$ cat src/rtl/dirq_pkg.sv
package dirq_pkg;

    localparam int REG_COUNT = 4;
    localparam int CTRL_W    = 2;

    typedef enum logic [1:0] {
        REG_CTRL  = 2'd0,
        REG_DONE  = 2'd1,
        REG_FAULT = 2'd2,
        REG_CHAN  = 2'd3
    } reg_idx_e;

    typedef enum logic [1:0] {
        OP_WRITE = 2'd0,
        OP_SET   = 2'd1,
        OP_CLR   = 2'd2,
        OP_NONE  = 2'd3
    } wr_op_e;

    typedef struct packed {
        logic     wr;
        reg_idx_e idx;
        wr_op_e   op;
    } host_req_t;

endpackage

$ cat src/rtl/dirq_decode.sv
module dirq_decode
    import dirq_pkg::*;
(
    input  logic                 host_wr,
    input  logic [3:0]           host_waddr,
    output host_req_t            req,
    output logic [REG_COUNT-1:0] hit
);

    always_comb begin
        req.wr  = host_wr;
        req.idx = reg_idx_e'(host_waddr[3:2]);
        req.op  = wr_op_e'(host_waddr[1:0]);
    end

    for (genvar k = 0; k < REG_COUNT; k++) begin : g_hit
        assign hit[k] = req.wr && (req.op != OP_NONE) && (req.idx == reg_idx_e'(k));
    end

endmodule

$ cat src/rtl/dirq_alias_apply.sv
module dirq_alias_apply
    import dirq_pkg::*;
#(
    parameter int W = 32
) (
    input  logic [W-1:0] cur,
    input  logic [W-1:0] wdata,
    input  logic         hit,
    input  wr_op_e       op,
    output logic [W-1:0] nxt
);

    always_comb begin
        nxt = cur;
        if (hit) begin
            unique case (op)
                OP_WRITE: nxt = wdata;
                OP_SET:   nxt = cur | wdata;
                OP_CLR:   nxt = cur & ~wdata;
                default:  nxt = cur;
            endcase
        end
    end

endmodule

$ cat src/rtl/dirq_event_merge.sv
module dirq_event_merge #(
    parameter int NCH = 16
) (
    input  logic [NCH-1:0] ev_cmp,
    input  logic [NCH-1:0] ev_term,
    input  logic [NCH-1:0] ev_bus,
    output logic [NCH-1:0] done_set,
    output logic [NCH-1:0] fault_set,
    output logic [NCH-1:0] fault_bus
);

    for (genvar i = 0; i < NCH; i++) begin : g_ch
        // A termination that coincides with a completion is a normal end.
        logic term_only;
        assign term_only    = ev_term[i] && !ev_cmp[i];
        assign done_set[i]  = ev_cmp[i];
        assign fault_set[i] = ev_bus[i] || term_only;
        assign fault_bus[i] = ev_bus[i];
    end

endmodule

$ cat src/rtl/dma_irq_regs.sv
module dma_irq_regs
    import dirq_pkg::*;
#(
    parameter int NCH = 16,
    localparam int DW = 2 * NCH
) (
    input  logic          clk,
    input  logic          rst,
    input  logic          host_wr,
    input  logic [3:0]    host_waddr,
    input  logic [DW-1:0] host_wdata,
    output logic [DW-1:0] host_rdata,
    input  logic [NCH-1:0] ev_cmp,
    input  logic [NCH-1:0] ev_term,
    input  logic [NCH-1:0] ev_bus,
    output logic [NCH-1:0] irq,
    output logic [NCH-1:0] chan_freeze,
    output logic [NCH-1:0] chan_reset,
    output logic          burst_en,
    output logic          burst8_en
);

    localparam logic [DW-1:0] CTRL_MASK = DW'((1 << CTRL_W) - 1);

    host_req_t            req;
    logic [REG_COUNT-1:0] hit;
    logic [DW-1:0]        reg_q  [REG_COUNT];
    logic [DW-1:0]        sw_nxt [REG_COUNT];
    logic [NCH-1:0]       done_set, fault_set, fault_bus;

    dirq_decode u_decode (
        .host_wr    (host_wr),
        .host_waddr (host_waddr),
        .req        (req),
        .hit        (hit)
    );

    for (genvar k = 0; k < REG_COUNT; k++) begin : g_alias
        dirq_alias_apply #(.W(DW)) u_apply (
            .cur   (reg_q[k]),
            .wdata (host_wdata),
            .hit   (hit[k]),
            .op    (req.op),
            .nxt   (sw_nxt[k])
        );
    end

    dirq_event_merge #(.NCH(NCH)) u_merge (
        .ev_cmp    (ev_cmp),
        .ev_term   (ev_term),
        .ev_bus    (ev_bus),
        .done_set  (done_set),
        .fault_set (fault_set),
        .fault_bus (fault_bus)
    );

    always_ff @(posedge clk) begin
        if (rst) begin
            for (int k = 0; k < REG_COUNT; k++) reg_q[k] <= '0;
        end else begin
            reg_q[REG_CTRL]  <= sw_nxt[REG_CTRL] & CTRL_MASK;
            // Hardware events override a same-cycle software clear.
            reg_q[REG_DONE]  <= {sw_nxt[REG_DONE][DW-1:NCH],
                                 sw_nxt[REG_DONE][NCH-1:0] | done_set};
            reg_q[REG_FAULT] <= {(sw_nxt[REG_FAULT][DW-1:NCH] & ~fault_set) |
                                 (fault_bus & fault_set),
                                 sw_nxt[REG_FAULT][NCH-1:0] | fault_set};
            // Reset requests live for one cycle unless rewritten.
            reg_q[REG_CHAN]  <= {hit[REG_CHAN] ? sw_nxt[REG_CHAN][DW-1:NCH] : '0,
                                 sw_nxt[REG_CHAN][NCH-1:0]};
        end
    end

    assign host_rdata  = reg_q[req.idx];
    assign irq         = (reg_q[REG_DONE][NCH-1:0] & reg_q[REG_DONE][DW-1:NCH]) |
                         reg_q[REG_FAULT][NCH-1:0];
    assign chan_freeze = reg_q[REG_CHAN][NCH-1:0];
    assign chan_reset  = reg_q[REG_CHAN][DW-1:NCH];
    assign burst_en    = reg_q[REG_CTRL][0];
    assign burst8_en   = reg_q[REG_CTRL][1];

endmodule

$ cat config.mk
export PLATFORM = sky130hd
export DESIGN_NAME = dma_irq_regs
export DESIGN_NICKNAME = d
export VERILOG_FILES = /design/src/rtl/dirq_pkg.sv /design/src/rtl/dirq_decode.sv /design/src/rtl/dirq_alias_apply.sv /design/src/rtl/dirq_event_merge.sv /design/src/rtl/dma_irq_regs.sv
export SDC_FILE = /design/constraint.sdc
export NUM_CORES = 1
export LEC_CHECK = 0
export BUFFER_PORTS_ARGS = -buffer_cell sky130_fd_sc_hd__buf_2
export CAP_MARGIN = 20
export CELL_PAD_IN_SITES_DETAIL_PLACEMENT = 1
export CELL_PAD_IN_SITES_GLOBAL_PLACEMENT = 1
export CORE_MARGIN = 2
export CORE_UTILIZATION = 40
export CTS_BUF_LIST = sky130_fd_sc_hd__clkbuf_8 sky130_fd_sc_hd__clkbuf_16
export DETAILED_ROUTE_END_ITERATION = 16
export PLACE_DENSITY_LB_ADDON = 0.1
export SYNTH_ARGS = -nofsm -noshare
export SYNTH_HDL_FRONTEND = slang
export SYNTH_SLANG_ARGS = --single-unit
$ cat constraint.sdc
create_clock -name clk -period 3.7 [get_ports clk]
set_input_delay 0.185 -clock clk [delete_from_list [all_inputs] [get_ports clk]]
set_output_delay 0.185 -clock clk [all_outputs]
set_load 0.01 [all_outputs]
==> results.yml <==
status:
  run_status: "complete, no violations"
global_routing:
  peak_usage_layer_in_the_global_routing_report: "met2"
  met3_usage_pct: 5.86
  grt_start_max_net_pins: 52
  antenna_violations_before_repair: 0
  groute.layer.met1.usage_pct: 42.9
  globalRouteOverflowTotal: 0
  grt_util_all_layers_pct: 31.8
  grt_pass1_vias: 6430
  first_pass_grt_wire_length_um: 36400
  grt_util_met2_pct: 51.3
worst_setup_path:
  worstReg2RegStart: "reg_q[2][12]$_SDFF_PP0_"
  crit_path_end_kind: "flip-flop"
  critical_path_required_ps: 3920
  setup.worst_path.class: "input port to flip-flop"
  timing.reg2reg.setup_slack_ps: 2640
  r2r_cells: 2
  critical_path.startpoint_type: "input port"
  critPathArrivalTime_ps: 2590
  worstPathMaxFanout: 20
  worst_r2r_endpoint: "reg_q[2][12]$_SDFF_PP0_"
yosys:
  synth_compound_gate_area_share_pct: 33.6
  postSynthRegisterBits: 98
  synthCells: 658
  synth_edf_count: 0
  synthXorXnorAreaFrac_pct: 0
  synthAdderAreaFrac_pct: 1.10
  synth.yosys.seq_area_share_pct: 34.6
  synth.top_cells.by_area: "sky130_fd_sc_hd__dfxtp_1 (35%), sky130_fd_sc_hd__a211oi_1 (8.5%), sky130_fd_sc_hd__a21oi_1 (6.9%)"
  yosys.area.top_type: "sky130_fd_sc_hd__dfxtp_1"
  synth-simple-area-share_pct: 17.9
  synthesis.yosys.warnings: 0
  proportion_of_synthesized_area_in_mux_cells_pct: 7.11
  synth_top_cells_by_count: "sky130_fd_sc_hd__dfxtp_1 (98), sky130_fd_sc_hd__a21oi_1 (78), sky130_fd_sc_hd__a211oi_1 (64)"
  yosys.area.top_type_share_pct: 34.6
  synth_cell_type_count: 39
  mappedNetlistNets: 750
  yosys.cell_count.top_type: "sky130_fd_sc_hd__dfxtp_1"
  synth_top_flop_cell: "sky130_fd_sc_hd__dfxtp_1"
  synth_top_family_by_area: "compound AO/OA/AOI/OAI gates"
  syn-cell-area_sq_um: 5670
  async_flop_share_pct: 0
  synthesis.area_per_instance_sq_um: 8.62
detailed_routing:
  wl_per_cell_um: 24.3
  dr_pass1_iterations: 5
  drt_drc_violations_left: 0
  antenna_violating_nets_post_route: 0
  drt_first_iter_violations: 450
  viasPerCell: 6.34
  drt_wl_total_um: 23700
  via_count: 6198
cts:
  cts_hold_repair.buffers: 0
  ctsLongestPathBuffers: 2
  clkLatencyLatePin_ps: 350
  post_cts_setup_repair_buffer_count: 0
  clkTransAtPathRegs_ps: 70
  clock_tree.htree_level_count: 3
  cts_root_buffer: "sky130_fd_sc_hd__clkbuf_16"
  cts_repair_resized_insts: 0
  cts_inserted_buffers: 9
  tritoncts: "done"
  clkSinkCount: 98
run:
  cap_viol_max_count: 0
layout:
  layout.nets: 884
  antenna_cells: 0
  area_growth_pct: 22.2
  finish.instance_area_sq_um: 6930
  fraction_of_final_layout_cells_sized_beyond_drive_strength_1_pct: 29.4
  count_of_fill_cells_added_during_filler_insertion: 1690
power_and_ir_drop:
  power_density_over_cell_area_nw_per_um2: 393
  leakagePower_uw: 0.00309
  power.ir.vdd_worst_mv: 0.254
  finalPower_uw: 2730
sta:
  final_max_slew_violation_count: 0
  final.min_clock_period_ps: 2370
  maxSlewHeadroom_pct: 23.1
  final.period_utilization_pct: 64.1
  final.setup.tns_ps: 0
  worstMarginPinSlew_ps: 1150
  finalSetupViolations: 0
  rsz0062_at_grt: "false"
  maxClockFrequency_mhz: 422
  min_hold_slack_ps: 73.7
  clock-skew-final_ps: 0
  finalHoldViolCount: 0
die:
  coreArea_sq_um: 13900
  io-pin-count: 169
  die_area_sq_um: 15100
  initial_utilization_pct: 40.9
  die-height_um: 123
  die_width_um: 123
  core.rowCount: 43
placement:
  placed_cell_area_sq_um: 6610
  numPortBuffers: 168
  place_congestion: 0.841
  detailedPlacementHpwl_um: 16100
hold_path:
  hold-path-cell-count: 3
  hold_class: "input port to flip-flop"
  timing.hold.worst.start: "ev_bus[13]"
## metal layers
metal	share of wire [%]	wire length, um
met5	0	0
met4	2.3	546
met3	6.7	1590
met2	47	11000
met1	44	10500
## worst max-delay path by stage
stage | from | to | cells after the start
4_1_cts | host_waddr[0] | reg_q[1][24]$_SDFFE_PP0P_ | 7
3_3_place_gp | host_waddr[3] | flip-flop | 6
5_1_grt | host_waddr[3] | flip-flop | 5
3_5_place_dp | host_waddr[3] | flip-flop | 5
6_report | host_waddr[3] | flip-flop | 5
2_1_floorplan | host_waddr[0] | reg_q[1][18]$_SDFFE_PP0P_ | 6
## cells by family (layout without fill, tap and decap cells)
kind of cell,Yosys count,in the layout
mux,34,34
simple gates,170,170
compound gates,274,274
flops,98,98
fa+ha+maj,5,5
buf+inv,77,216
## worst max-delay path, stage by stage
cell,delay (ps)
sky130_fd_sc_hd__buf_2,430
sky130_fd_sc_hd__nor2b_4,470
sky130_fd_sc_hd__nand2_1,640
sky130_fd_sc_hd__a2111oi_0,690
sky130_fd_sc_hd__o41ai_1,160
## layout make-up
class | count | area [sq um] | area share (%)
multi-input combinational | 483 | 3400 | 49.0
clock buffer | 10 | 239 | 3.45
sequential | 98 | 1960 | 28.3
tap | 180 | 225 | 3.25
clock inverter | 6 | 81.3 | 1.17
inverter | 18 | 67.6 | 0.975
timing repair buffer | 182 | 958 | 13.8
## power by group
part | switching, uW | internal (uW)
registers | 40.0 | 1110
clock network | 436 | 608
logic | 326 | 210
## cell usage in the layout (no fill, tap or decap), drive strengths merged, types with 2 or more instances in the layout
cell type / netlist / layout
and3: 25 / 25
a21o: 18 / 18
a211o: 15 / 15
a32o: 13 / 13
clkbuf: 40 / 10
a211oi: 64 / 64
nor3: 37 / 37
nor2b: 24 / 24
mux2i: 2 / 2
bufinv: 0 / 2
dfxtp: 98 / 98
mux4: 2 / 2
a22o: 30 / 30
o21ai: 11 / 11
nor4: 16 / 16
o32ai: 2 / 2
o41ai: 3 / 3
mux2: 30 / 30
nor2: 4 / 4
nand2b: 24 / 24
a21oi: 78 / 78
buf: 19 / 182
o22ai: 30 / 30
a2111oi: 9 / 9
nor3b: 15 / 15
inv: 18 / 21
nand2: 16 / 16
and2: 4 / 4
ha: 5 / 5
## per-stage QoR
step	cells	utilization, %	setup WS (ps)
after floorplan	658	-	1950
after global placement	961	47.6	1150
after detailed placement	961	47.6	1040
after CTS	977	49.9	1420
after global routing	977	49.9	1110
final	977	49.9	1330
(Power assumes the default switching activity.)
